**config.mk**
```make
export PLATFORM = sky130hd
export DESIGN_NAME = taskDispatchTop
export DESIGN_NICKNAME = d
export VERILOG_FILES = /design/src/rtl/taskDispatchPkg.sv /design/src/rtl/taskDispatchCtrl.sv /design/src/rtl/taskDispatchPath.sv /design/src/rtl/taskDispatchTop.sv
export SDC_FILE = /design/constraint.sdc
export NUM_CORES = 1
export LEC_CHECK = 0
export ABC_AREA = 1
export BUFFER_PORTS_ARGS = -buffer_cell sky130_fd_sc_hd__clkbuf_2
export CAP_MARGIN = 5
export CORE_MARGIN = 1.5
export CORE_UTILIZATION = 35
export CTS_CLUSTER_SIZE = 16
export DETAILED_ROUTE_END_ITERATION = 12
export PLACE_DENSITY = 0.67
export SETUP_SLACK_MARGIN = 0.3
export SLEW_MARGIN = 10
export SYNTH_ARGS = -nofsm -noshare
export SYNTH_HDL_FRONTEND = slang
export SYNTH_SLANG_ARGS = --single-unit
```
**constraint.sdc**
```tcl
create_clock -name clk -period 3.85 [get_ports clk]
set_input_delay 0.1925 -clock clk [delete_from_list [all_inputs] [get_ports clk]]
set_output_delay 0.1925 -clock clk [all_outputs]
set_load 0.05 [all_outputs]
```
**src/rtl/taskDispatchPkg.sv**
```systemverilog
package taskDispatchPkg;

  localparam logic [7:0] OP_HASH    = 8'hC0;
  localparam logic [7:0] OP_INDEX   = 8'hC1;
  localparam logic [7:0] OP_ANALYZE = 8'hC2;
  localparam logic [7:0] OP_CONFIG  = 8'hC3;
  localparam logic [7:0] OP_WRITE   = 8'h01;
  localparam logic [7:0] OP_READ    = 8'h02;

  typedef enum logic [1:0] {
    KIND_HASH    = 2'd0,
    KIND_INDEX   = 2'd1,
    KIND_ANALYZE = 2'd2
  } taskKindT;

  typedef enum logic [1:0] {
    ST_OK        = 2'd0,
    ST_BAD_OP    = 2'd1,
    ST_ZERO_SIZE = 2'd2,
    ST_NO_KEY    = 2'd3
  } cplStatusT;

  // strobes from control to datapath
  typedef struct packed {
    logic      push;     // enqueue accepted task
    logic      pop;      // start head task
    logic      fwFire;   // route to firmware
    logic      cfgLoad;  // update config region
    logic      cplImm;   // completion for accepted command
    logic      cplDone;  // completion for finished task
    cplStatusT status;
    taskKindT  kind;
  } ctrlStrobeT;

endpackage

```
**src/rtl/taskDispatchCtrl.sv**
```systemverilog
module taskDispatchCtrl
  import taskDispatchPkg::*;
(
  input  logic       clk,
  input  logic       rstN,
  input  logic       cmdValid,
  input  logic [7:0] cmdOpcode,
  input  logic       sizeZero,
  input  logic       accelDone,
  input  logic       fifoFull,
  input  logic       fifoEmpty,
  output logic       cmdReady,
  output ctrlStrobeT strobe
);

  logic      busy;
  logic      hashSeen;
  logic      isTask, isFw, isCfg, accept;
  taskKindT  kind;
  cplStatusT status;

  always_comb begin
    isTask = 1'b0;
    isFw   = 1'b0;
    isCfg  = 1'b0;
    kind   = KIND_HASH;
    case (cmdOpcode)
      OP_HASH:    isTask = 1'b1;
      OP_INDEX:   begin isTask = 1'b1; kind = KIND_INDEX; end
      OP_ANALYZE: begin isTask = 1'b1; kind = KIND_ANALYZE; end
      OP_CONFIG:  isCfg = 1'b1;
      OP_WRITE,
      OP_READ:    isFw = 1'b1;
      default:    ;
    endcase

    if (!(isTask || isFw || isCfg))                    status = ST_BAD_OP;
    else if (sizeZero)                                 status = ST_ZERO_SIZE;
    else if (isTask && kind == KIND_INDEX && !hashSeen) status = ST_NO_KEY;
    else                                               status = ST_OK;
  end

  // done pulse owns the completion slot in its cycle
  assign cmdReady = !fifoFull && !accelDone;
  assign accept   = cmdValid && cmdReady;

  always_comb begin
    strobe.kind    = kind;
    strobe.status  = status;
    strobe.push    = accept && isTask && (status == ST_OK);
    strobe.fwFire  = accept && isFw && (status == ST_OK);
    strobe.cfgLoad = accept && isCfg && (status == ST_OK);
    strobe.cplImm  = accept && !(isTask && (status == ST_OK));
    strobe.cplDone = accelDone && busy;
    strobe.pop     = !fifoEmpty && !busy;
  end

  always_ff @(posedge clk) begin
    if (!rstN) begin
      busy     <= 1'b0;
      hashSeen <= 1'b0;
    end else begin
      if (strobe.pop)          busy <= 1'b1;
      else if (strobe.cplDone) busy <= 1'b0;
      if (strobe.push && kind == KIND_HASH) hashSeen <= 1'b1;
    end
  end

endmodule

```
**src/rtl/taskDispatchPath.sv**
```systemverilog
module taskDispatchPath
  import taskDispatchPkg::*;
#(
  parameter int ADDR_W = 32,
  parameter int SIZE_W = 24,
  parameter int TAG_W  = 8,
  parameter int KEY_W  = 32,
  parameter int DEPTH  = 4
) (
  input  logic              clk,
  input  logic              rstN,
  input  ctrlStrobeT        strobe,
  input  logic [7:0]        cmdOpcode,
  input  logic [TAG_W-1:0]  cmdTag,
  input  logic [ADDR_W-1:0] cmdAddr,
  input  logic [SIZE_W-1:0] cmdSize,
  input  logic [KEY_W-1:0]  accelResult,
  output logic              sizeZero,
  output logic              fifoFull,
  output logic              fifoEmpty,
  output logic              accelStart,
  output logic [1:0]        accelKind,
  output logic [ADDR_W-1:0] accelAddr,
  output logic [SIZE_W-1:0] accelSize,
  output logic [KEY_W-1:0]  accelKey,
  output logic              fwValid,
  output logic              fwWrite,
  output logic [ADDR_W-1:0] fwAddr,
  output logic [SIZE_W-1:0] fwSize,
  output logic [TAG_W-1:0]  fwTag,
  output logic [ADDR_W-1:0] cfgBase,
  output logic [SIZE_W-1:0] cfgLen,
  output logic              cplValid,
  output logic [TAG_W-1:0]  cplTag,
  output logic [1:0]        cplStatus
);

  localparam int PTR_W = (DEPTH > 1) ? $clog2(DEPTH) : 1;
  localparam int CNT_W = PTR_W + 1;
  localparam logic [PTR_W-1:0] LAST_PTR = PTR_W'(DEPTH - 1);
  localparam logic [CNT_W-1:0] FULL_CNT = CNT_W'(DEPTH);

  logic [ADDR_W-1:0] qAddr [DEPTH];
  logic [SIZE_W-1:0] qSize [DEPTH];
  logic [TAG_W-1:0]  qTag  [DEPTH];
  taskKindT          qKind [DEPTH];
  logic [PTR_W-1:0]  wrPtr, rdPtr;
  logic [CNT_W-1:0]  count;
  logic [KEY_W-1:0]  hashKey;
  logic [TAG_W-1:0]  runTag;
  taskKindT          runKind;

  assign sizeZero  = (cmdSize == '0);
  assign fifoFull  = (count == FULL_CNT);
  assign fifoEmpty = (count == '0);

  always_ff @(posedge clk) begin
    if (strobe.push) begin
      qAddr[wrPtr] <= cmdAddr;
      qSize[wrPtr] <= cmdSize;
      qTag[wrPtr]  <= cmdTag;
      qKind[wrPtr] <= strobe.kind;
    end
  end

  always_ff @(posedge clk) begin
    if (!rstN) begin
      wrPtr      <= '0;
      rdPtr      <= '0;
      count      <= '0;
      accelStart <= 1'b0;
      accelKind  <= '0;
      accelAddr  <= '0;
      accelSize  <= '0;
      accelKey   <= '0;
      hashKey    <= '0;
      runTag     <= '0;
      runKind    <= KIND_HASH;
      fwValid    <= 1'b0;
      fwWrite    <= 1'b0;
      fwAddr     <= '0;
      fwSize     <= '0;
      fwTag      <= '0;
      cfgBase    <= '0;
      cfgLen     <= '0;
      cplValid   <= 1'b0;
      cplTag     <= '0;
      cplStatus  <= '0;
    end else begin
      if (strobe.push) wrPtr <= (wrPtr == LAST_PTR) ? '0 : wrPtr + 1'b1;
      if (strobe.pop)  rdPtr <= (rdPtr == LAST_PTR) ? '0 : rdPtr + 1'b1;
      case ({strobe.push, strobe.pop})
        2'b10:   count <= count + 1'b1;
        2'b01:   count <= count - 1'b1;
        default: ;
      endcase

      accelStart <= strobe.pop;
      if (strobe.pop) begin
        accelKind <= qKind[rdPtr];
        accelAddr <= qAddr[rdPtr];
        accelSize <= qSize[rdPtr];
        accelKey  <= (qKind[rdPtr] == KIND_INDEX) ? hashKey : '0;
        runTag    <= qTag[rdPtr];
        runKind   <= qKind[rdPtr];
      end
      if (strobe.cplDone && runKind == KIND_HASH) hashKey <= accelResult;

      fwValid <= strobe.fwFire;
      if (strobe.fwFire) begin
        fwWrite <= (cmdOpcode == OP_WRITE);
        fwAddr  <= cmdAddr;
        fwSize  <= cmdSize;
        fwTag   <= cmdTag;
      end

      if (strobe.cfgLoad) begin
        cfgBase <= cmdAddr;
        cfgLen  <= cmdSize;
      end

      cplValid <= strobe.cplImm || strobe.cplDone;
      if (strobe.cplDone) begin
        cplTag    <= runTag;
        cplStatus <= ST_OK;
      end else if (strobe.cplImm) begin
        cplTag    <= cmdTag;
        cplStatus <= strobe.status;
      end
    end
  end

endmodule

```
**src/rtl/taskDispatchTop.sv**
```systemverilog
module taskDispatchTop
  import taskDispatchPkg::*;
#(
  parameter int ADDR_W = 32,
  parameter int SIZE_W = 24,
  parameter int TAG_W  = 8,
  parameter int KEY_W  = 32,
  parameter int DEPTH  = 4
) (
  input  logic              clk,
  input  logic              rstN,
  input  logic              cmdValid,
  output logic              cmdReady,
  input  logic [7:0]        cmdOpcode,
  input  logic [TAG_W-1:0]  cmdTag,
  input  logic [ADDR_W-1:0] cmdAddr,
  input  logic [SIZE_W-1:0] cmdSize,
  output logic              accelStart,
  output logic [1:0]        accelKind,
  output logic [ADDR_W-1:0] accelAddr,
  output logic [SIZE_W-1:0] accelSize,
  output logic [KEY_W-1:0]  accelKey,
  input  logic              accelDone,
  input  logic [KEY_W-1:0]  accelResult,
  output logic              fwValid,
  output logic              fwWrite,
  output logic [ADDR_W-1:0] fwAddr,
  output logic [SIZE_W-1:0] fwSize,
  output logic [TAG_W-1:0]  fwTag,
  output logic [ADDR_W-1:0] cfgBase,
  output logic [SIZE_W-1:0] cfgLen,
  output logic              cplValid,
  output logic [TAG_W-1:0]  cplTag,
  output logic [1:0]        cplStatus
);

  ctrlStrobeT strobe;
  logic       sizeZero, fifoFull, fifoEmpty;

  taskDispatchCtrl uCtrl (
    .clk       (clk),
    .rstN      (rstN),
    .cmdValid  (cmdValid),
    .cmdOpcode (cmdOpcode),
    .sizeZero  (sizeZero),
    .accelDone (accelDone),
    .fifoFull  (fifoFull),
    .fifoEmpty (fifoEmpty),
    .cmdReady  (cmdReady),
    .strobe    (strobe)
  );

  taskDispatchPath #(
    .ADDR_W(ADDR_W), .SIZE_W(SIZE_W), .TAG_W(TAG_W), .KEY_W(KEY_W), .DEPTH(DEPTH)
  ) uPath (
    .clk         (clk),
    .rstN        (rstN),
    .strobe      (strobe),
    .cmdOpcode   (cmdOpcode),
    .cmdTag      (cmdTag),
    .cmdAddr     (cmdAddr),
    .cmdSize     (cmdSize),
    .accelResult (accelResult),
    .sizeZero    (sizeZero),
    .fifoFull    (fifoFull),
    .fifoEmpty   (fifoEmpty),
    .accelStart  (accelStart),
    .accelKind   (accelKind),
    .accelAddr   (accelAddr),
    .accelSize   (accelSize),
    .accelKey    (accelKey),
    .fwValid     (fwValid),
    .fwWrite     (fwWrite),
    .fwAddr      (fwAddr),
    .fwSize      (fwSize),
    .fwTag       (fwTag),
    .cfgBase     (cfgBase),
    .cfgLen      (cfgLen),
    .cplValid    (cplValid),
    .cplTag      (cplTag),
    .cplStatus   (cplStatus)
  );

endmodule

```
# --- Word-level counts from Yosys, hierarchy flattened ---
# Memory sizes are Yosys's and may differ from the RTL's. A register that Yosys moved wholly into a read port is not among the register bits.
# Cells that the tools add are included.
totals:
  regBits: 209
  ramBits: 264
  in_bits: 108
  wordCells: 99
  mem_count: 4
classes:
  n_addsub: 4
  eq_ne: 13
  n_mux: 19
  n_bitwise: 1
  reduce_logical: 39
memory_table:
  columns: ["memory", "depth", "word_bits", "rd", "rd_ports_with_merged_regs", "write_ports", "line", "rtl"]
  rows:
  - ["uPath.qAddr", 4, 32, 1, 1, 1, "taskDispatchPath.sv:43", "logic [ADDR_W-1:0] qAddr [DEPTH];"]
  - ["uPath.qSize", 4, 24, 1, 1, 1, "taskDispatchPath.sv:44", "logic [SIZE_W-1:0] qSize [DEPTH];"]
  - ["uPath.qTag", 4, 8, 1, 1, 1, "taskDispatchPath.sv:45", "logic [TAG_W-1:0] qTag [DEPTH];"]
  - ["uPath.qKind", 4, 2, 1, 1, 1, "taskDispatchPath.sv:46", "taskKindT qKind [DEPTH];"]
ops:
  columns: ["operator", "count"]
  rows:
  - ["8-bit equality test, second input constant", 4]
  - ["32-bit 2-to-1 mux", 1]
  - ["24-bit zero test", 1]
  - ["1-bit logical AND", 16]
  - ["8-bit 2-to-1 mux", 2]
  - ["2-bit 2-to-1 mux", 7]
  - ["1-bit zero test", 9]
  - ["8-bit by 1-bit equality test with 1-bit output, second input constant", 1]
  - ["8-bit by 2-bit equality test with 1-bit output, second input constant", 1]
  - ["1-bit 2-to-1 mux", 7]
  - ["2-bit by 1-bit equality test with 1-bit output, second input constant", 3]
  - ["2-bit equality test, second input constant", 3]
  - ["2-bit zero test", 3]
  - ["3-bit one-hot mux with 2 select lines", 1]
  - ["2-bit nonzero test", 3]
  - ["2-bit by 1-bit adder with 2-bit output, second input constant", 2]
  - ["2-bit one-hot mux with 2 select lines", 1]
  - ["2-bit OR reduction", 2]
  - ["3-bit by 1-bit adder with 3-bit output, second input constant", 1]
  - ["3-bit equality test, second input constant", 1]
  - ["3-bit zero test", 1]
  - ["1-bit logical OR", 3]
  - ["3-bit OR reduction", 1]
  - ["3-bit by 1-bit subtractor with 3-bit output, second input constant", 1]
  - ["1-bit inverter", 1]

# --- Depth between registers and ports, before layout ---
# Gate-level depths: netlist of run 1.
depth:
  depth_word: 14
  ltp_mapped: 14
  ltp_nobuf: 14

# --- Hierarchy ---
# A second synthesis of run 1 with hierarchy kept.
hier_totals:
  cells_unflattened: 2141
  hier_area_um2: 20302.0
modules_own_cells:
  columns: ["module", "instances", "cells_per_inst", "area_each_um2", "seq_area_each_um2"]
  rows:
  - ["taskDispatchPath", 1, 2092, 20021.7, 13392.8]
  - ["taskDispatchCtrl", 1, 49, 280.3, 40.0]

# --- Worst setup path before layout of run 1 ---
# OpenSTA, ideal clock, no wires.
synth_timing:
  kind: "register to register"
  startpoint: "register uPath.count[1]"
  endpoint: "memory uPath.qAddr[0][0], enable pin"
  arrival_ns: 3.790
  t_required_ns: 3.359
  path_slack_ns: -0.431
  path_stages_with_launch: 9
  period_less_slack_ns: 4.281
  cell_sequence: "dfxtp_1 inv_2 nand3_2 nand2_4 nor2_8 inv_2 nor2_2 nand2_1 nor2_1"
synth_via:
  elab_chain_len: 8
synth_rtl:
  columns: ["item", "line", "rtl"]
  rows:
  - ["start, declared", "taskDispatchPath.sv:48", "logic [CNT_W-1:0] count;"]
  - ["start signal, assigned", "taskDispatchPath.sv:93", "2'b10: count <= count + 1'b1;"]
  - ["start signal, assigned", "taskDispatchPath.sv:94", "2'b01: count <= count - 1'b1;"]
  - ["3-bit equality test", "taskDispatchPath.sv:54", "assign fifoFull = (count == FULL_CNT);"]
  - ["1-bit zero test", "taskDispatchCtrl.sv:44", "assign cmdReady = !fifoFull && !accelDone;"]
  - ["1-bit logical AND", "taskDispatchCtrl.sv:44", null]
  - ["1-bit logical AND", "taskDispatchCtrl.sv:45", "assign accept = cmdValid && cmdReady;"]
  - ["1-bit logical AND (2 in series)", "taskDispatchCtrl.sv:50", "strobe.push = accept && isTask && (status == ST_OK);"]
  - ["1-bit 2-to-1 mux", "taskDispatchPath.sv:58", "if (strobe.push) begin"]
  - ["1-bit 2-to-1 mux (not written as such)", "taskDispatchPath.sv:59", "qAddr[wrPtr] <= cmdAddr;"]
  - ["end, declared", "taskDispatchPath.sv:43", null]
# No other way between the ends.

# --- Worst setup path after layout of run 1 ---
layout_timing:
  startpoint: "input port cmdOpcode[4]"
  endpoint: "register uPath.fwAddr[20]"
layout_via:
  elab_chain_len: 10
  word_cells_on_any_way: 23
  cone_classes: "eq/ne: 7; mux: 7; reduce/logical: 9"
layout_rtl:
  columns: ["item", "line", "rtl"]
  rows:
  - ["start, declared", "taskDispatchTop.sv:14", "input logic [7:0] cmdOpcode,"]
  - ["8-bit equality test", "taskDispatchCtrl.sv:27", "case (cmdOpcode)"]
  - ["2-bit one-hot mux with 2 select lines or 3-bit OR reduction (tied branches)", null, null]
  - ["2-bit by 1-bit equality test with 1-bit output or 1-bit 2-to-1 mux (tied branches)", "taskDispatchCtrl.sv:39, taskDispatchCtrl.sv:27", null]
  - ["1-bit logical AND (2 in series)", "taskDispatchCtrl.sv:39", "else if (isTask && kind == KIND_INDEX && !hashSeen) status = ST_NO_KEY;"]
  - ["2-bit 2-to-1 mux", "taskDispatchCtrl.sv:39", null]
  - ["2-bit 2-to-1 mux", "taskDispatchCtrl.sv:38", "else if (sizeZero) status = ST_ZERO_SIZE;"]
  - ["2-bit 2-to-1 mux", "taskDispatchCtrl.sv:37", "if (!(isTask || isFw || isCfg)) status = ST_BAD_OP;"]
  - ["2-bit zero test", "taskDispatchCtrl.sv:51", "strobe.fwFire = accept && isFw && (status == ST_OK);"]
  - ["1-bit logical AND *", "taskDispatchCtrl.sv:51", null]
  - ["end signal, assigned", "taskDispatchPath.sv:112", "fwAddr <= cmdAddr;"]
  - ["end, declared", "taskDispatchPath.sv:28", "output logic [ADDR_W-1:0] fwAddr,"]
# Mark *: on every way between the ends. The rest lies on a longest branch, timed or not.
# A chain may end at the register's enable or synchronous reset.

==> impl_results.md, run 1 <==
* Status: completed
* Cell Pwr Density at 640.0 mW/mm^2
* Crit Path Class: input pin to flop
* Launch point of the worst path: cmdOpcode[4]
* Routed WL per cell at 16.61 um
* Cell variety after synth at 31
* Clock Latency Late Sink at 0.62 ns
* Max-Cap Viols at 0
* Vias in the first global route at 15650
* Gates resized, CTS repair at 0
* Clock Path Buffers at 3
* Nets at 2700
* Sequential power share at 40.7%
* Global route overflow at 0
* Post-CTS repair timing setup buffer count at 0
* Die ar. at 0.06002 sq mm
* DP HPWL at 32980 um
* Synth area leader: edfxtp_1
* Fin crit share at 74.04%
* Hold depth at 6
* Sw Ratio at 34.52%
* Setup TNS at 0 ns
* Core ar. at 0.05781 sq mm
* Fillers at 5347
* Fmax at 350.8 MHz
* Reg clk slew, reported paths at 0.06 ns
* Vias per cell at 4.738
* VDD IR max at 0.3961 mV
* Post-layout min period at 2.850 ns
* Clk sinks at 539
* Worst EP required at 4.39 ns
* H-tree levels at 2
* Critical-path cell list: dlygate4sd3_1, clkbuf_2, nor2_1, dlygate4sd3_1, nand2_1, nor2_1, o21ai_1, nor2_2, nand3_4, nand2_1, nand2_1, nor2_1
* CTS tree: yes
* Overall via count from detail_route at 16110
* Setup slack at placement at 1.166 ns
* Die Ht at 245.0 um
* Seq/Total Area, Yosys at 65.54%
* CP max-delay cell: nand3_4
* Post-Syn Nets at 2309
* Slew Limit Fails at 0
* Hold Violations, Final at 0
* RSZ-0062 raised after global routing: false
* Min setup slack post-route at 0.9996 ns
* Slew headroom at 28.97%
* YS warnings at 0
* Largest net degree at the start of global routing at 119
* Initial antenna violation count at 5
* Die width at 245.0 um
* Hold Path Class: input pin to flop
* Net switching power at 5.707 mW
* Top sig layer: met5
* Worst-margin pin slew at 1.065 ns
* Worst-path maximum fanout at 66
* Global-route wire length before repair at 85930 um
* P_leak at 10.99 nW
* FF+latch area at 0.01344 sq mm
* 1st-iter DRT viols at 864
* Pwr Total at 16.53 mW
* DRT Wirelength at 56500 um
* Synth area leaders: edfxtp_1 (39%), dfxtp_1 (27%), nor2_1 (11%)
* Port Buf Inserts at 332
* Worst Reg2Reg Path Length in Cells at 6
* Drt drc at 0
* Root Driver: clkbuf_16
* Multi-input combinational cell area at 0.005908 sq mm
* Clock power share at 34.5%
* Max Clock Skew at 0.02518 ns
* FF-to-FF Start: uPath.count[1]
* Number of synthesized register bits at 539
* Pint at 10.83 mW
* Yosys top cell area share at 38.68%
* Synthesized cell area at 0.02049 sq mm
* Area after DPL at 0.02284 sq mm
* CP peak stage delay at 0.80 ns
* Total Routing Usage GR at 18.29%
* M1 wire length at 23960 um
* Num CTS Buffers at 57
* Min-delay src: cmdOpcode[2]
* Mapped Avg Cell Area at 9.341 sq um
* Met3 WL at 3216 um
* Met2 Routed Length at 27170 um
* Routability Congestion at 0.7855
* Starting Density at 35.45%
* Finished Cell Area at 0.02583 sq mm
* Mapped Cells at 2194
* Final setup violation count at 0
* Startpoint types: input pin
* Worst setup EP type: flop
* Row count at 88
* I/O pin cnt at 333
* Crit path DAT at 3.39 ns
* Final ANT Viol Nets at 0
* Comb pwr share at 24.8%
* P&R area growth vs syn at 26.05%
* Share of layout cells above drive strength 1 at 18.07%
* 1st-pass router iterations at 5
-- synth_stat cells --
cell	n
nor2_1	607
nand2_1	373
dfxtp_1	275
edfxtp_1	264
o21ai_0	231
inv_1	151
clkbuf_1	77
a31oi_1	64
a21oi_1	52
buf_2	21
nand3_1	15
buf_4	11
buf_6	10
buf_1	8
ha_1	6
nor2_2	5
inv_2	4
nand2_2	3
a21boi_0	2
clkinv_1	2
nand3_2	2
nor3_1	2
a31oi_4	1
fa_1	1
nand2_4	1
nand3b_2	1
nand4_1	1
nor2_8	1
nor2b_2	1
o21ai_1	1
o41ai_1	1
-- final cells by class --
type | instances | share of cell area, %
repair buffers | 459 | 11.42
flip-flops and latches | 539 | 52.03
clock inverters | 35 | 1.715
inverters | 157 | 2.296
diodes | 2 | 0.01937
clock buffers | 73 | 5.952
well taps | 765 | 3.705
multi-input cells | 1371 | 22.87
-- per-layer routing --
layer  track usage (%)  up-vias
met3             3.914      132
met2             31.22      464
met5                 0        -
li1                  -     7891
met1             22.35     7621
met4             7.607        6
-- state kept, by name, summed over array words and instances (netlist names), 2 cells and up, named ones only --
| register | cells |
|---|---|
| uPath.fwTag | 8 |
| uPath.runTag | 8 |
| uPath.cplStatus | 2 |
| uPath.qTag | 32 |
| uPath.runKind | 2 |
| uPath.cfgLen | 24 |
| uPath.fwAddr | 32 |
| uPath.accelSize | 24 |
| uPath.cplTag | 8 |
| uPath.accelAddr | 32 |
| uPath.wrPtr | 2 |
| uPath.rdPtr | 2 |
| uPath.fwSize | 24 |
| uPath.accelKey | 32 |
| uPath.qKind | 8 |
| uPath.qSize | 96 |
| uPath.cfgBase | 32 |
| uPath.hashKey | 32 |
| uPath.count | 3 |
| uPath.qAddr | 128 |
-- kinds of logic after synthesis --
kind of cell / synth area share [%]
AO/OA/AOI/OAI: 9.109
adder cells (fa/ha/maj): 0.4640
buffers and inverters: 5.897
flip-flops: 65.54
AND/OR/NAND/NOR: 18.99
-- stage by stage --
step	hold WS [ns]	util [%]	instances
after global placement	0.4195	39.51	3190
after detailed placement	0.4221	39.51	3190
after floorplan	0.2914	-	2194
final	0.02069	44.69	3401
after global routing	0.02775	44.69	3401
after CTS	0.001644	44.68	3399
-- cells in the final DEF (no fill, tap or decap), types with 52 or more instances in the layout --
cell type / n
nor2_1: 603
nand2_1: 372
clkbuf_2: 331
dfxtp_1: 273
edfxtp_1: 264
o21ai_0: 231
inv_1: 150
dlygate4sd3_1: 101
a31oi_1: 64
clkbuf_16: 58
a21oi_1: 52
-- power groups by stage --
stage / registers [mW] / clock network [mW] / logic [mW]
floorplan: 7.75 / 0 / 1.94
global placement: 6.83 / 0 / 3.97
detailed placement: 6.85 / 0 / 4.03
CTS: 6.73 / 5.85 / 4.12
global route: 6.78 / 6.07 / 4.48
finish: 6.73 / 5.71 / 4.09
-- path summary, 6_finish.rpt --
| check | to | slack, ns |
|---|---|---|
| worst max-delay path | uPath.fwAddr[20] | 1.0 |
| worst min-delay path | uPath.fwWrite | 0.02 |
| worst max register to register | uPath.accelSize[8] | 1.43 |
| worst min register to register | uPath.accelKey[4] | 0.46 |
-- worst max-delay path, delay by kind of cell --
family,cells,cell delay [ns]
AND/OR/NAND/NOR,8,1.81
AO/OA/AOI/OAI,1,0.14
buffers and inverters,3,1.21
-- repair_timing --
item | CTS | global route
endpoints found under the hold margin | 427 | 0
hold buffers | 101 | 0
setup endpoints to repair | 0 | 0
No activity file was read; power rests on OpenSTA's default activity.
==> run 2: changes to the inputs <==
--- a/config.mk
+++ b/config.mk
@@ -5,7 +5,7 @@
 export SDC_FILE = /design/constraint.sdc
 export NUM_CORES = 1
 export LEC_CHECK = 0
-export ABC_AREA = 1
+export ABC_AREA = 0
 export BUFFER_PORTS_ARGS = -buffer_cell sky130_fd_sc_hd__clkbuf_2
 export CAP_MARGIN = 5
 export CORE_MARGIN = 1.5
==> constraint.sdc (replaced) <==
create_clock -name clk -period 2.6 [get_ports clk]
set_input_delay 0.13 -clock clk [delete_from_list [all_inputs] [get_ports clk]]
set_output_delay 0.13 -clock clk [all_outputs]
set_load 0.05 [all_outputs]
==> run 2 against run 1 <==
  * Final cell count fell by 20%
  * Sequential share of layout area rose by 1.5 points
  * Clock skew fell by 0.0087 ns
  * Synthesized area fell by 5.2%
  * Combinational power fell by 24%
  * Via count fell by 17%
  * Sequential cell count did not move
  * Routed wire length fell by 7.7%
  * Die area fell by 5.2%
==> impl_results.md, run 2 <==
* Hold Path Class: input pin to flop
* H-tree levels at 2 (unchanged)
* Post-layout min period at 2.293 ns
* Worst Reg2Reg Path Length in Cells at 11 (+5)
* Clock Path Buffers at 3 (unchanged)
* Post-synth EDFFs at 264 (unchanged)
* Largest net degree at the start of global routing at 128 (+7.6%)
* R2R Path End: uPath.count[2]
* Core ar. at 0.05499 sq mm (-4.9%)
* Worst-margin pin slew at 0.9568 ns (-0.1086 ns)
* Pwr Total at 20.27 mW (+23%)
* Overall via count from detail_route at 13390 (-17%)
* RSZ-0062 raised after global routing: true
* FF-to-FF Start: uPath.count[0]
* Critical Path Sink: uPath.count[2]
* Hold Violations, Final at 0 (unchanged)
* Vias in the first global route at 13350 (-15%)
* P&R area growth vs syn at 29.39%
* Startpoint types: input pin
* CP peak stage delay at 0.53 ns (-0.27 ns)
* Fillers at 4890 (-8.5%)
* Crit path DAT at 2.82 ns (-0.57 ns)
* Min setup slack post-route at 0.3068 ns (-0.6928 ns)
* Crit Path Class: input pin to flop
* Nets at 2045 (-24%)
* Drt drc at 0 (unchanged)
* Count leader, synth: nand2_1
* Setup slack at placement at 0.06938 ns (-1.096 ns)
* Initial antenna violation count at 3 (-2)
* Starting Density at 35.32% (-0.14 points)
* Cell variety after synth at 38 (+23%)
* Register-to-register path setup slack at 0.36 ns (-1.07 ns)
* Row count at 86 (-2.3%)
* Share of layout cells above drive strength 1 at 28.83% (+11 points)
* Port Buf Inserts at 332 (unchanged)
* Slew headroom at 36.21% (+7.2 points)
* Routed WL per cell at 19.12 um (+15%)
* Worst-path maximum fanout at 6 (-91%)
* DP Cell Count at 2513 (-21%)
* Die ar. at 0.05691 sq mm (-5.2%)
* 1st-pass router iterations at 5 (unchanged)
* Crit path depth at 14 (+2)
* Most used DFF post-synth: dfxtp_1
* DP HPWL at 31840 um (-3.5%)
* Routability Congestion at 0.7846 (-0.11%)
* Synth area leader: edfxtp_1
* Synth area leaders: edfxtp_1 (41%), dfxtp_1 (28%), mux4_2 (7.7%)
* I/O pin cnt at 333 (unchanged)
* Global route overflow at 0 (unchanged)
* Synth cell count leaders: nand2_1 (329), dfxtp_1 (275), edfxtp_1 (264)
* CP max-delay cell: dlygate4sd3_1
* Seq/Total Area, Yosys at 69.17% (+3.6 points)
* Most flops, register: uPath.qAddr
* 1st-iter DRT viols at 823 (-4.7%)
* DRT Wirelength at 52140 um (-7.7%)
* Vias per cell at 4.910 (+3.6%)
* Commonest non-fill, non-tap cell in the layout: nand2_1
* Die Ht at 238.6 um (-2.6%)
* P_leak at 9.521 nW (-13%)
* Global-route wire length before repair at 77710 um (-9.6%)
* Reg clk slew, reported paths at 0.06 ns (about the same)
* Final ANT Viol Nets at 0 (unchanged)
* Post-synthesis async set-or-reset flop share at 0% (unchanged)
* Final std cells w/o fill at 2727 (-20%)
* Cell Pwr Density at 806.6 mW/mm^2 (+26%)
* Crit path buf inv count at 5 (+2)
* Top flop regs: uPath.qAddr: 128 flops, uPath.qSize: 96 flops
* Mapped Avg Cell Area at 12.99 sq um (+39%)
* Final setup violation count at 0 (unchanged)
* Fin crit share at 88.20%
* Root Driver: clkbuf_16
* Family with the most delay on the worst path: buffers and inverters
* Setup TNS at 0 ns (unchanged)
* Number of synthesized register bits at 539 (unchanged)
* Mapped Cells at 1495 (-32%)
* VDD IR max at 0.5643 mV (+42%)
* Fmax at 436.1 MHz
* Worst EP required at 3.13 ns (-1.26 ns)
* Critical-path cell list: dlygate4sd3_1, buf_2, nor4_4, nand4_1, nor2_1, buf_4, nor3b_4, inv_2, ha_4, inv_1, fa_2, xor2_2, or3_4, a21oi_2
* Num CTS Buffers at 56 (-1.8%)
* Die width at 238.6 um (-2.6%)
* Clock Latency Late Sink at 0.60 ns (-0.02 ns)
* YS warnings at 0 (unchanged)
* Commonest non-fill, non-tap cells in the layout: nand2_1 (328), clkbuf_2 (327), dfxtp_1 (272)
* Worst setup EP type: flop
* Max reg flops at 128 (unchanged)
* Synthesized cell area at 0.01942 sq mm (-5.2%)
* Max-Cap Viols at 0 (unchanged)
* CTS tree: yes
* Total Routing Usage GR at 17.92% (-0.37 points)
* Slew Limit Fails at 0 (unchanged)
* Launch point of the worst path: cmdSize[16]
* Post-Syn Nets at 1610 (-30%)
* Clk sinks at 539 (unchanged)
* Yosys top cell area share at 40.82% (+2.1 points)
* Status: completed
* Max Clock Skew at 0.01649 ns (-0.008694 ns)
[run 2: changes by cell type in the layout (fill, tap and decap cells not counted), sizes merged, moves of 59 or more]
cell and delta:
mux4 +66, a31oi -65, nor2 -567, inv -136, mux2i +59, o21ai -163
[run 2: layout make-up]
type | count | area, sq um | area share (%)
timing repair buffer | 481 | 3274 | 13.03
multi-input combinational | 842 | 5649 | 22.48
antenna | 2 | 5.005 | 0.01992
tap | 748 | 935.9 | 3.725
sequential | 539 | 13440 | 53.49
clock inverter | 23 | 185.2 | 0.7369
clock buffer | 82 | 1593 | 6.339
inverter | 10 | 43.79 | 0.1743
[run 2: logic make-up after synthesis]
logic type	after synthesis	share of synthesized area, %
compound gates	223	6.533
flops	539	69.17
xor+xnor	2	0.09022
mux	133	11.16
fa+ha+maj	7	0.4897
buf+inv	114	2.410
simple gates	477	10.15
[run 2: where the power goes]
| group | internal (mW) | switching [mW] |
|---|---|---|
| clock | 4.47 | 3.35 |
| combinational | 1.01 | 2.11 |
| sequential | 9.17 | 0.159 |
[run 2: worst min-delay path by stage]
stage / from / to / cells past startpoint / slack (ns)
after CTS: cmdOpcode[5] / uPath.fwWrite / 5 / 0.0008
after floorplan: cmdAddr[0] / uPath.qAddr[0][0] / 0 / 0.23
final: cmdOpcode[5] / uPath.fwWrite / 5 / 0.06
after global routing: cmdSize[17] / uPath.qSize[0][17] / 3 / 0.04
after detailed placement: accelResult[24] / uPath.hashKey[24] / 3 / 0.36
after global placement: accelResult[24] / uPath.hashKey[24] / 3 / 0.35
[run 2: tightest hold or removal path, cell delays in order]
cell and delay [ns]:
clkbuf_2 0.08, or4_4 0.15, nor4_1 0.07, mux2i_1 0.12
nor2_1 0.05
[run 2: per-layer routing]
| layer | global-route usage [%] | vias up | share of wire (%) |
|---|---|---|---|
| li1 | - | 6265 | - |
| met5 | 0 | - | 0 |
| met3 | 4.342 | 74 | 7.0 |
| met2 | 30.03 | 427 | 48 |
| met1 | 23.13 | 6624 | 43 |
| met4 | 5.006 | 0 | 2.3 |
[run 2: through the flow]
stage | hold WS (ns) | util (%) | cell area (sq um)
floorplan | 0.2289 | - | 19470
finish | 0.05705 | 45.70 | 25130
global route | 0.03546 | 45.70 | 25130
CTS | 0.0008083 | 45.47 | 25000
global placement | 0.3545 | 40.35 | 22190
detailed placement | 0.3600 | 40.35 | 22190
[run 2: what timing repair did]
item / 4_1_cts / 5_1_grt
gates resized for setup: 0 / 25
hold buffers: 104 / 0
buffers inserted: 0 / 3
setup endpoints to repair: 0 / 33
hold endpoints to repair: 411 / 0
==> run 3: changes to the inputs <==
--- a/config.mk
+++ b/config.mk
@@ -10,11 +10,12 @@
 export CAP_MARGIN = 5
 export CORE_MARGIN = 1.5
 export CORE_UTILIZATION = 35
-export CTS_CLUSTER_SIZE = 16
+export CTS_CLUSTER_SIZE = 20
 export DETAILED_ROUTE_END_ITERATION = 12
 export PLACE_DENSITY = 0.67
 export SETUP_SLACK_MARGIN = 0.3
 export SLEW_MARGIN = 10
 export SYNTH_ARGS = -nofsm -noshare
 export SYNTH_HDL_FRONTEND = slang
+export SYNTH_HIERARCHICAL = 1
 export SYNTH_SLANG_ARGS = --single-unit
==> run 3 against run 2 <==
  * Clock power rose by 5.5%
  * Sequential share of layout area shrank 1.4 points
  * Die area up 1.9%
  * Core utilization is 0.77 points higher
  * Largest cell class unchanged
  * Highest routed layer unchanged
==> impl_results.md, run 3 <==
* Status: completed
* DRT Wirelength at 49290 um (-5.5%)
* Mapped Cells at 1387 (-7.2%)
* YS warnings at 6 (+6)
* Final std cells w/o fill at 2656 (-2.6%)
* Initial antenna violation count at 1 (-2)
* Worst-path maximum fanout at 2 (-4)
* Met2 Routed Length at 23930 um (-4.3%)
* Seq/Total Area, Yosys at 67.89% (-1.3 points)
* Root Driver: clkbuf_16
* Commonest non-fill, non-tap cell in the layout: clkbuf_2
* Drt drc at 0 (unchanged)
* P&R area growth vs syn at 30.41%
* Die Ht at 240.8 um (+0.92%)
* Hold Violations, Final at 0 (unchanged)
* Total Routing Usage GR at 16.63% (-1.3 points)
* Final setup violation count at 0 (unchanged)
* Global route overflow at 0 (unchanged)
* VDD IR max at 0.7755 mV (+37%)
* I/O pin cnt at 333 (unchanged)
* Count leader, synth: dfxtp_1
* Number of synthesized register bits at 539 (unchanged)
* Synth area leader: edfxtp_1
* CTS tree: yes
* 1st-iter DRT viols at 695 (-16%)
* Synth area leaders: edfxtp_1 (40%), dfxtp_1 (28%), mux2i_1 (10%)
* Most used DFF post-synth: dfxtp_1
* Post-layout min period at 2.272 ns (-0.02098 ns)
* DP HPWL at 30030 um (-5.7%)
* Setup slack at placement at -0.4373 ns (-0.5067 ns)
* Cell variety after synth at 47 (+24%)
* Starting Density at 35.63% (+0.32 points)
* DP Cell Count at 2439 (-2.9%)
* Hold Path Class: input pin to flop
* M1 wire length at 21330 um (-4.4%)
* P_leak at 9.199 nW (-3.4%)
* Clk sinks at 539 (unchanged)
* Num CTS Buffers at 56 (unchanged)
* RSZ-0062 raised after global routing: true
* Clock Latency Late Sink at 0.63 ns (+0.03 ns)
* Fmax at 440.1 MHz (+0.92%)
* Top sig layer: met4
* 1st-pass router iterations at 5 (unchanged)
* Most flops, register: uPath/qAddr
* Global-route wire length before repair at 74250 um (-4.5%)
* Vias in the first global route at 12930 (-3.2%)
* Crit path DAT at 2.83 ns (about the same)
* Synth cell count leaders: dfxtp_1 (275), edfxtp_1 (264), nor2_1 (213)
* Synthesized cell area at 0.01979 sq mm (+1.9%)
* Final ANT Viol Nets at 0 (unchanged)
* Max reg flops at 128 (unchanged)
* Crit Path Class: input pin to flop
* H-tree levels at 2 (unchanged)
* Worst-margin pin slew at 0.7987 ns (-0.1581 ns)
* Largest net degree at the start of global routing at 134 (+4.7%)
* Die width at 240.8 um (+0.92%)
* Slew headroom at 46.75% (+11 points)
* Yosys top cell area share at 40.07% (-0.75 points)
* Post-synthesis async set-or-reset flop share at 0% (unchanged)
* Slew Limit Fails at 0 (unchanged)
* Startpoint types: input pin
* Vias per cell at 4.800 (-2.2%)
* Routed WL per cell at 18.56 um (-2.9%)
* Core ar. at 0.05552 sq mm (+0.98%)
* Overall via count from detail_route at 12750 (-4.8%)
* Post-synth EDFFs at 264 (unchanged)
* Max-Cap Viols at 0 (unchanged)
* Row count at 86 (unchanged)
* Clock Path Buffers at 3 (unchanged)
* Cell Pwr Density at 821.0 mW/mm^2 (+1.8%)
* Commonest non-fill, non-tap cells in the layout: clkbuf_2 (332), dfxtp_1 (273), edfxtp_1 (264)
* Die ar. at 0.05797 sq mm (+1.9%)
* Post-Syn Nets at 1502 (-6.7%)
* Worst EP required at 3.16 ns (+0.03 ns)
* Mapped Avg Cell Area at 14.26 sq um (+9.8%)
* Port Buf Inserts at 332 (unchanged)
* Met3 WL at 3032 um (-17%)
* Min setup slack post-route at 0.3277 ns (+0.02098 ns)
* Top flop regs: uPath/qAddr: 128 flops, uPath/qSize: 96 flops
* Routability Congestion at 0.7614 (-3.0%)
* Share of layout cells above drive strength 1 at 30.68% (+1.8 points)
* Max Clock Skew at 0.04570 ns (+0.02921 ns)
* Reg clk slew, reported paths at 0.06 ns (about the same)
* Nets at 1974 (-3.5%)
* Fin crit share at 87.39% (-0.81 points)
* Worst setup EP type: flop
-- run 3: changes by cell type in the layout (fill, tap and decap cells not counted), sizes merged, moves of 4 or more --
cell	delta
mux2i	+140
nand3	-30
o221a	-8
nor2	+167
a22oi	-32
o21ai	-33
dlygate4sd3	+5
clkinvlp	+6
inv	-4
nand2	-258
nand3b	+33
a21oi	-69
buf	+14
nand2b	-6
-- run 3: logic make-up after synthesis --
group	after synthesis	synth area share [%]
xor+xnor	3	0.1328
buf+inv	98	2.384
compound gates	79	2.182
fa+ha+maj	7	0.4806
mux	273	18.05
flops	539	67.89
simple gates	388	8.873
-- run 3: repair_timing --
| action | 4_1_cts | 5_1_grt |
|---|---|---|
| endpoints found under the hold margin | 425 | 0 |
| cloned | 0 | 0 |
| gates resized for setup | 3 | 4 |
| hold buffers | 108 | 0 |
| endpoints found under the setup margin | 33 | 57 |
| buffers inserted | 0 | 2 |
| pin swaps | 0 | 1 |
-- run 3: metal layers --
metal  vias to the layer above  global-route usage (%)
met5                         -                       0
met4                         0                   4.981
met3                        69                   4.140
met2                       347                   28.06
met1                      6353                   21.10
li1                       5981                       -
-- run 3: per-stage QoR --
stage          hold slack [ns]  setup TNS [ns]  total power [mW]  cell area (sq um)  util, %
4_1_cts                0.06074               0             21.44              25770    46.41
2_1_floorplan           0.2289               0             12.09              19810        -
3_5_place_dp            0.3606          -1.935             13.02              22720    40.93
6_report                0.1291               0             21.18              25800    46.47
3_3_place_gp            0.3587         -0.6326             12.96              22720    40.93
5_1_grt                 0.1355               0             22.02              25800    46.47
-- run 3: path summary, 6_finish.rpt --
path / slack (ns) / to / depth (start not counted) / startpoint
worst max-delay path: 0.33 / uPath/count[2] / 14 / cmdSize[23]
worst max register to register: 0.39 / uPath/count[2] / 12 / uPath/count[0]
worst min register to register: 0.46 / uPath/hashKey[4] / 2 / uPath/hashKey[4]
worst min-delay path: 0.13 / uCtrl/busy / 4 / accelDone
-- run 3: layout make-up --
type / count / area [sq um]
Tap cell: 748 / 935.9
Inverter: 8 / 37.54
Fill cell: 4886 / 29720
Antenna cell: 1 / 2.502
Sequential cell: 539 / 13440
Multi-Input combinational cell: 750 / 5963
Clock inverter: 32 / 381.6
Clock buffer: 74 / 1560
Timing Repair Buffer: 504 / 3481
-- run 3: critical path: stages --
cell and delay, ns:
clkbuf_2 0.10, nor4_2 0.40, buf_4 0.22, nand4_1 0.18
nor2_2 0.31, a2111oi_4 0.08, nor2b_4 0.14, inv_1 0.07
ha_1 0.16, inv_1 0.06, fa_1 0.37, xor2_1 0.15
or3_1 0.30, a21oi_1 0.15
-- run 3: power breakdown --
| group | switching (mW) | total (mW) | internal [mW] |
|---|---|---|---|
| registers | 0.189 | 9.38 | 9.19 |
| logic | 2.16 | 3.55 | 1.39 |
| clock network | 3.45 | 8.25 | 4.80 |
| total | 5.81 | 21.2 | 15.4 |
